`src/rtl/tsc_pkg.sv`:
```
package tsc_pkg;
  localparam int unsigned SCALE    = 1000000;
  localparam int unsigned CURV_K   = 13;
  localparam int unsigned SPAN_MC  = 165000;
  localparam int unsigned OFFS_MC  = 40000;
  localparam int unsigned GRAN_MC  = 500;
  localparam int unsigned DEF_CAL0 = 3148;
  localparam int unsigned DEF_CAL1 = 503;
  localparam int unsigned CAL_VLD  = 31;

  typedef enum logic [3:0] {
    S_IDLE, S_COLLECT, S_CORR_GO, S_CORR_WT, S_GAIN_GO, S_GAIN_WT,
    S_MUL, S_RND_GO, S_RND_WT
  } conv_state_e;
endpackage

```
`src/rtl/tsc_div.sv`:
```
module tsc_div #(
  parameter int W = 32
) (
  input  logic         clk_i,
  input  logic         rst_ni,
  input  logic         start_i,
  input  logic [W-1:0] dividend_i,
  input  logic [W-1:0] divisor_i,
  output logic         busy_o,
  output logic         done_o,
  output logic [W-1:0] quot_o,
  output logic [W-1:0] rem_o
);
  localparam int CW = $clog2(W);

  logic          run_q, done_q;
  logic [CW-1:0] cnt_q;
  logic [W-1:0]  quo_q, rem_q, dvs_q;
  logic [W:0]    shift_w, trial_w;

  assign shift_w = {rem_q, quo_q[W-1]};
  assign trial_w = shift_w - {1'b0, dvs_q};

  always_ff @(posedge clk_i or negedge rst_ni) begin
    if (!rst_ni) begin
      run_q  <= 1'b0;
      done_q <= 1'b0;
      cnt_q  <= '0;
      quo_q  <= '0;
      rem_q  <= '0;
      dvs_q  <= '0;
    end else begin
      done_q <= 1'b0;
      if (start_i && !run_q) begin
        run_q <= 1'b1;
        cnt_q <= '0;
        quo_q <= dividend_i;
        rem_q <= '0;
        dvs_q <= divisor_i;
      end else if (run_q) begin
        // restoring step: keep trial when non-negative
        if (!trial_w[W]) rem_q <= trial_w[W-1:0];
        else             rem_q <= shift_w[W-1:0];
        quo_q <= {quo_q[W-2:0], ~trial_w[W]};
        cnt_q <= cnt_q + 1'b1;
        if (cnt_q == CW'(W-1)) begin
          run_q  <= 1'b0;
          done_q <= 1'b1;
        end
      end
    end
  end

  assign busy_o = run_q;
  assign done_o = done_q;
  assign quot_o = quo_q;
  assign rem_o  = rem_q;
endmodule

```
`src/rtl/tsc_acc.sv`:
```
module tsc_acc #(
  parameter int DW = 12,
  parameter int N  = 8
) (
  input  logic                         clk_i,
  input  logic                         rst_ni,
  input  logic                         clr_i,
  input  logic                         en_i,
  input  logic [DW-1:0]                data_i,
  output logic [DW+$clog2(N)-1:0]      sum_o,
  output logic                         full_o
);
  localparam int SW   = DW + $clog2(N);
  localparam int CNTW = $clog2(N + 1);

  logic [SW-1:0]   sum_q;
  logic [CNTW-1:0] cnt_q;

  always_ff @(posedge clk_i or negedge rst_ni) begin
    if (!rst_ni) begin
      sum_q <= '0;
      cnt_q <= '0;
    end else if (clr_i) begin
      sum_q <= '0;
      cnt_q <= '0;
    end else if (en_i && !full_o) begin
      sum_q <= sum_q + SW'(data_i);
      cnt_q <= cnt_q + 1'b1;
    end
  end

  assign full_o = (cnt_q == CNTW'(N));
  assign sum_o  = sum_q;
endmodule

```
`src/rtl/tsense_conv.sv`:
```
module tsense_conv
  import tsc_pkg::*;
#(
  parameter int IN_W   = 16,
  parameter int CODE_W = 12,
  parameter int N_SAMP = 8,
  parameter int OUT_W  = 32
) (
  input  logic             clk_i,
  input  logic             rst_ni,
  input  logic             start_i,
  input  logic             sample_valid_i,
  input  logic [IN_W-1:0]  sample_i,
  input  logic [31:0]      cal0_i,
  input  logic [31:0]      cal1_i,
  output logic             busy_o,
  output logic             done_o,
  output logic             err_o,
  output logic [OUT_W-1:0] temp_o
);
  localparam int LOG_N = $clog2(N_SAMP);
  localparam int SUM_W = CODE_W + LOG_N;

  conv_state_e state_q, state_d;

  logic [CODE_W-1:0] cal0_q, cal1_q;
  logic [OUT_W-1:0]  corr_q, gain_q, val_q, temp_q;
  logic              done_q, err_q;

  logic [SUM_W-1:0]  acc_sum;
  logic              acc_full, acc_clr, acc_en;
  logic [CODE_W-1:0] avg_w;

  logic              div_start, div_busy, div_done;
  logic [OUT_W-1:0]  div_a, div_b, div_q, div_r;
  logic [OUT_W-1:0]  mag_w, val_w, rnd_w;

  function automatic logic [CODE_W-1:0] cal_pick(input logic [31:0] w, input int unsigned def);
    return w[CAL_VLD] ? w[CODE_W-1:0] : CODE_W'(def);
  endfunction

  assign acc_clr = (state_q == S_IDLE) && start_i;
  assign acc_en  = (state_q == S_COLLECT) && sample_valid_i;
  assign avg_w   = CODE_W'(acc_sum >> LOG_N);

  tsc_acc #(.DW(CODE_W), .N(N_SAMP)) u_acc (
    .clk_i  (clk_i),
    .rst_ni (rst_ni),
    .clr_i  (acc_clr),
    .en_i   (acc_en),
    .data_i (sample_i[CODE_W-1:0]),
    .sum_o  (acc_sum),
    .full_o (acc_full)
  );

  // shared divider operands, selected by phase
  always_comb begin
    div_start = 1'b0;
    div_a     = '0;
    div_b     = 1;
    mag_w     = val_q[OUT_W-1] ? (~val_q + 1'b1) : val_q;
    unique case (state_q)
      S_CORR_GO: begin
        div_start = 1'b1;
        div_a     = OUT_W'(avg_w) * OUT_W'(SCALE);
        div_b     = OUT_W'(SCALE) + OUT_W'(avg_w) * OUT_W'(CURV_K);
      end
      S_GAIN_GO: begin
        div_start = 1'b1;
        div_a     = OUT_W'(SPAN_MC);
        div_b     = OUT_W'(cal0_q) - OUT_W'(cal1_q);
      end
      S_RND_GO: begin
        div_start = 1'b1;
        div_a     = mag_w;
        div_b     = OUT_W'(GRAN_MC);
      end
      default: ;
    endcase
  end

  tsc_div #(.W(OUT_W)) u_div (
    .clk_i      (clk_i),
    .rst_ni     (rst_ni),
    .start_i    (div_start),
    .dividend_i (div_a),
    .divisor_i  (div_b),
    .busy_o     (div_busy),
    .done_o     (div_done),
    .quot_o     (div_q),
    .rem_o      (div_r)
  );

  assign val_w = (corr_q - OUT_W'(cal1_q)) * gain_q - OUT_W'(OFFS_MC);
  // ceiling to grid: negative adds remainder, positive adds complement
  assign rnd_w = val_q[OUT_W-1] ? (val_q + div_r)
               : (div_r == '0) ? val_q : (val_q + OUT_W'(GRAN_MC) - div_r);

  always_comb begin
    state_d = state_q;
    unique case (state_q)
      S_IDLE:    if (start_i) state_d = S_COLLECT;
      S_COLLECT: if (acc_full) state_d = (cal0_q == cal1_q) ? S_IDLE : S_CORR_GO;
      S_CORR_GO: state_d = S_CORR_WT;
      S_CORR_WT: if (div_done) state_d = S_GAIN_GO;
      S_GAIN_GO: state_d = S_GAIN_WT;
      S_GAIN_WT: if (div_done) state_d = S_MUL;
      S_MUL:     state_d = S_RND_GO;
      S_RND_GO:  state_d = S_RND_WT;
      S_RND_WT:  if (div_done) state_d = S_IDLE;
      default:   state_d = S_IDLE;
    endcase
  end

  always_ff @(posedge clk_i or negedge rst_ni) begin
    if (!rst_ni) begin
      state_q <= S_IDLE;
      cal0_q  <= '0;
      cal1_q  <= '0;
      corr_q  <= '0;
      gain_q  <= '0;
      val_q   <= '0;
      temp_q  <= '0;
      done_q  <= 1'b0;
      err_q   <= 1'b0;
    end else begin
      state_q <= state_d;
      done_q  <= 1'b0;
      unique case (state_q)
        S_IDLE: if (start_i) begin
          cal0_q <= cal_pick(cal0_i, DEF_CAL0);
          cal1_q <= cal_pick(cal1_i, DEF_CAL1);
        end
        S_COLLECT: if (acc_full && cal0_q == cal1_q) begin
          done_q <= 1'b1;
          err_q  <= 1'b1;
          temp_q <= '0;
        end
        S_CORR_WT: if (div_done) corr_q <= div_q;
        S_GAIN_WT: if (div_done) gain_q <= div_q;
        S_MUL:     val_q <= val_w;
        S_RND_WT: if (div_done) begin
          done_q <= 1'b1;
          err_q  <= 1'b0;
          temp_q <= rnd_w;
        end
        default: ;
      endcase
    end
  end

  assign busy_o = (state_q != S_IDLE);
  assign done_o = done_q;
  assign err_o  = err_q;
  assign temp_o = temp_q;
endmodule

```
`config.mk`:
```
export PLATFORM = sky130hd
export DESIGN_NAME = tsense_conv
export DESIGN_NICKNAME = d
export VERILOG_FILES = /design/src/rtl/tsc_pkg.sv /design/src/rtl/tsc_div.sv /design/src/rtl/tsc_acc.sv /design/src/rtl/tsense_conv.sv
export SDC_FILE = /design/constraint.sdc
export NUM_CORES = 2
export LEC_CHECK = 0
export BUFFER_PORTS_ARGS = -buffer_cell sky130_fd_sc_hd__buf_2
export CORE_UTILIZATION = 39
export CTS_CLUSTER_DIAMETER = 100
export CTS_CLUSTER_SIZE = 25
export DETAILED_ROUTE_END_ITERATION = 8
export PLACE_DENSITY_LB_ADDON = 0.15
export SLEW_MARGIN = 20
export SYNTH_ARGS = -nofsm -noshare
export SYNTH_HDL_FRONTEND = slang
export SYNTH_SLANG_ARGS = --single-unit
```
`constraint.sdc`:
```
create_clock -name clk_i -period 12.4 [get_ports clk_i]
set_clock_uncertainty 0.05 [all_clocks]
set_input_delay 0 -clock clk_i [delete_from_list [all_inputs] [get_ports clk_i]]
set_output_delay 0 -clock clk_i [all_outputs]
set_load 0.05 [all_outputs]
```
==> impl_metrics.ini <==
[timing]
finalSetupTns_ns = 0
fmax_mhz = 92.6
whs_ns = 0.0518
rsz0062_at_grt = no
post-route-period-util = 0.871
period_minus_slack_ns = 10.79
finalMaxSlewViolations = 0
max_slew.worst_pin.slew_ns = 1.11
setup_slack_ns = 1.61
hold_viol_final = 0
setup-violations-final = 0
slew_headroom = 0.261

[synthesis]
synthFlopType = dfrtp_1
ys_ff_latch = 270
yosysSeqAreaShare = 0.170
synth-simple-area-share = 0.165
synth-compound-area-share = 0.131
ys_types = 82
avgSynthCellArea_um2 = 8.75
synth_top_family_by_area = adder cells
synth_fa_ha_area_frac = 0.364
netlist_instances = 4546
synth.mux.area_fraction = 0.0236
synthXorXnorAreaFrac = 0.0535
synth_edf_count = 0
synthArstFlopShare = 1.00
yosys_warnings = 0
synth.cell_area_um2 = 39800
synth_nets = 5500

[critical_path]
crit_slowest_cell = a2111oi_0
critPathKind = flop to flop
arrival_ns = 11.13
cp-end-kind = flop
worst-path-max-fanout = 13
critPathMaxStageDelay_ns = 0.73
crit_path_start_kind = flop
cp_common_cell = fa_1
critPathRequiredTime_ns = 12.74

[detailed_routing]
routed_via_density = 5.26
routedWlPerCell_um = 20.0
ant_nets = 0
dr_total_vias = 31258
first_pass_iters = 9
wirelength_um = 119000
drt-initial-drc-count = 2079
route.detailed.drc = 1

[pwr]
leakagePower_nw = 21.8
powerDensity_nw_per_um2 = 35.6
peakVddDrop_mv = 0.0672

[outcome]
violations = DRC
outcome = complete, but fails checks

[clocking]
clk_pin_slew_ns = 0.10
post_cts_resized = 0
htreeDepth = 1
cts.sinks = 270
postCtsHoldBufs = 67
cts_inserted_buffers = 16
cts_tree = done
cts_root_buf = clkbuf_16
clk_latency_ns = 0.54
cts_setup_buffers = 0
cts_buffer_depth = 3

[place]
gp_congestion = 0.906
pre_cts_slack_ns = 1.58
hpwl_um = 93200
portBuffers = 76

[die]
core-area_um2 = 101000
dieArea_um2 = 103000
die_h_um = 321
die_x_um = 321
start_util = 0.396
fp-row-count = 116
boundaryPins = 119

[global_routing]
grt_max_degree = 169
grt.total_usage = 0.232
grt_overflow_total = 0
antenna_found_initial = 1
grt_pass1_wl_um = 187000
grt_pass1_vias = 31488

[final_layout]
final_layout_size_suffix_gt1_frac = 0.0616
final_common_cell = inv_1
area_growth_pct = 7.90
antenna_cells = 0
layout_common_cells = inv_1 (786), fa_1 (479), nand2_1 (416)
layout.nets = 5530

[run]
maxCapViolations = 0

[min_path]
hold_class = primary input to flop
## area by class of cell
class / instances / area (um^2)
fill: 10100 / 57700
multi-input combinational: 3287 / 29400
sequential: 270 / 6760
inverter: 787 / 2950
tap: 1357 / 1700
timing repair buffer: 214 / 1610
clock buffer: 19 / 443
clock inverter: 4 / 46.3
## worst max-delay path, delay by kind of cell, from the launching register on
kind	cells	cell delay (ns)
and+or+nand+nor	2	0.38
buffers and inverters	4	0.28
adders and majority gates	9	4.22
AOI/OAI and AO/OA	5	1.92
xor gates and xnor gates	13	3.37
DFF	1	0.45
## layer usage
metal | vias up | track usage | routed length, um
li1 | 14929 | - | -
met1 | 15633 | 0.328 | 55400
met2 | 597 | 0.392 | 56400
met3 | 97 | 0.0139 | 4210
met4 | 2 | 0.0477 | 2530
met5 | - | 0 | 13
## state kept, by name, summed over array words and instances (netlist names)
signal,cells
corr_q,32
gain_q,32
temp_o,32
u_div.quot_o,32
u_div.rem_o,32
val_q,32
u_div.dvs_q,22
u_acc.sum_o,15
cal0_q,12
cal1_q,12
u_div.cnt_q,5
state_q,4
u_acc.cnt_q,4
done_o,1
err_o,1
u_div.busy_o,1
u_div.done_o,1
## synthesized netlist by cell type (all sizes together), types with 8 or more instances
cell | number | area share
a211oi | 31 | 0.0058
a21boi | 21 | 0.0040
a21o | 57 | 0.011
a21oi | 202 | 0.026
a221o | 8 | 0.0020
a221oi | 15 | 0.0033
a222oi | 8 | 0.0020
a22o | 10 | 0.0022
a22oi | 18 | 0.0034
a31oi | 41 | 0.0064
and2 | 194 | 0.031
and3 | 33 | 0.0052
buf | 9 | 0.0011
clkbuf | 193 | 0.018
dfrtp | 270 | 0.17
fa | 479 | 0.24
ha | 391 | 0.12
inv | 786 | 0.074
mux2 | 69 | 0.020
mux2i | 16 | 0.0040
nand2 | 417 | 0.039
nand2b | 63 | 0.0099
nand3 | 100 | 0.013
nand4 | 34 | 0.0053
nor2 | 171 | 0.016
nor2b | 101 | 0.016
nor3 | 57 | 0.0072
nor3b | 21 | 0.0040
nor4 | 35 | 0.0059
o2111ai | 20 | 0.0044
o211ai | 14 | 0.0026
o21a | 17 | 0.0032
o21ai | 205 | 0.026
o21bai | 31 | 0.0058
o31ai | 29 | 0.0055
or2 | 9 | 0.0015
or3 | 25 | 0.0040
or4 | 14 | 0.0028
xnor2 | 156 | 0.034
xnor3 | 8 | 0.0046
xor2 | 66 | 0.015
## where the power goes
| part | switching [mW] | internal (mW) |
|---|---|---|
| combinational | 0.0253 | 0.0166 |
| sequential | 0 | 0.880 |
| clock | 0.342 | 0.264 |
## through the flow
step            util  power, mW  area, um^2  cells
3_5_place_dp   0.415      0.930       41700   5848
5_1_grt        0.427       1.58       42900   5938
6_report       0.427       1.53       42900   5938
3_3_place_gp   0.415      0.930       41700   5848
2_1_floorplan      -      0.902       39800   4546
4_1_cts        0.427       1.55       42900   5938
## path summary, 6_finish.rpt
path	startpoint	end	slack (ns)	cells after the start
setup / recovery	cal1_q[1]$_DFFE_PN0P_	val_q[31]$_DFFE_PN0P_	1.61	33
hold / removal	start_i	cal0_q[5]$_DFFE_PN0P_	0.05	5
setup reg to reg	cal1_q[1]$_DFFE_PN0P_	val_q[31]$_DFFE_PN0P_	1.61	33
hold reg to reg	temp_o[8]$_DFFE_PN0P_	temp_o[8]$_DFFE_PN0P_	0.43	2
max in group asynchronous	rst_ni	u_acc.sum_o[4]$_DFFE_PN0P_	10.67	3
min in group asynchronous	rst_ni	u_div.rem_o[29]$_DFFE_PN0P_	0.07	2
## logic make-up after synthesis
kind of cell | after synthesis
and+or+nand+nor | 1295
buffers and inverters | 989
adders and majority gates | 870
AOI/OAI and AO/OA | 807
DFF | 270
xor gates and xnor gates | 230
muxes | 85
(Power assumes the default switching activity.)
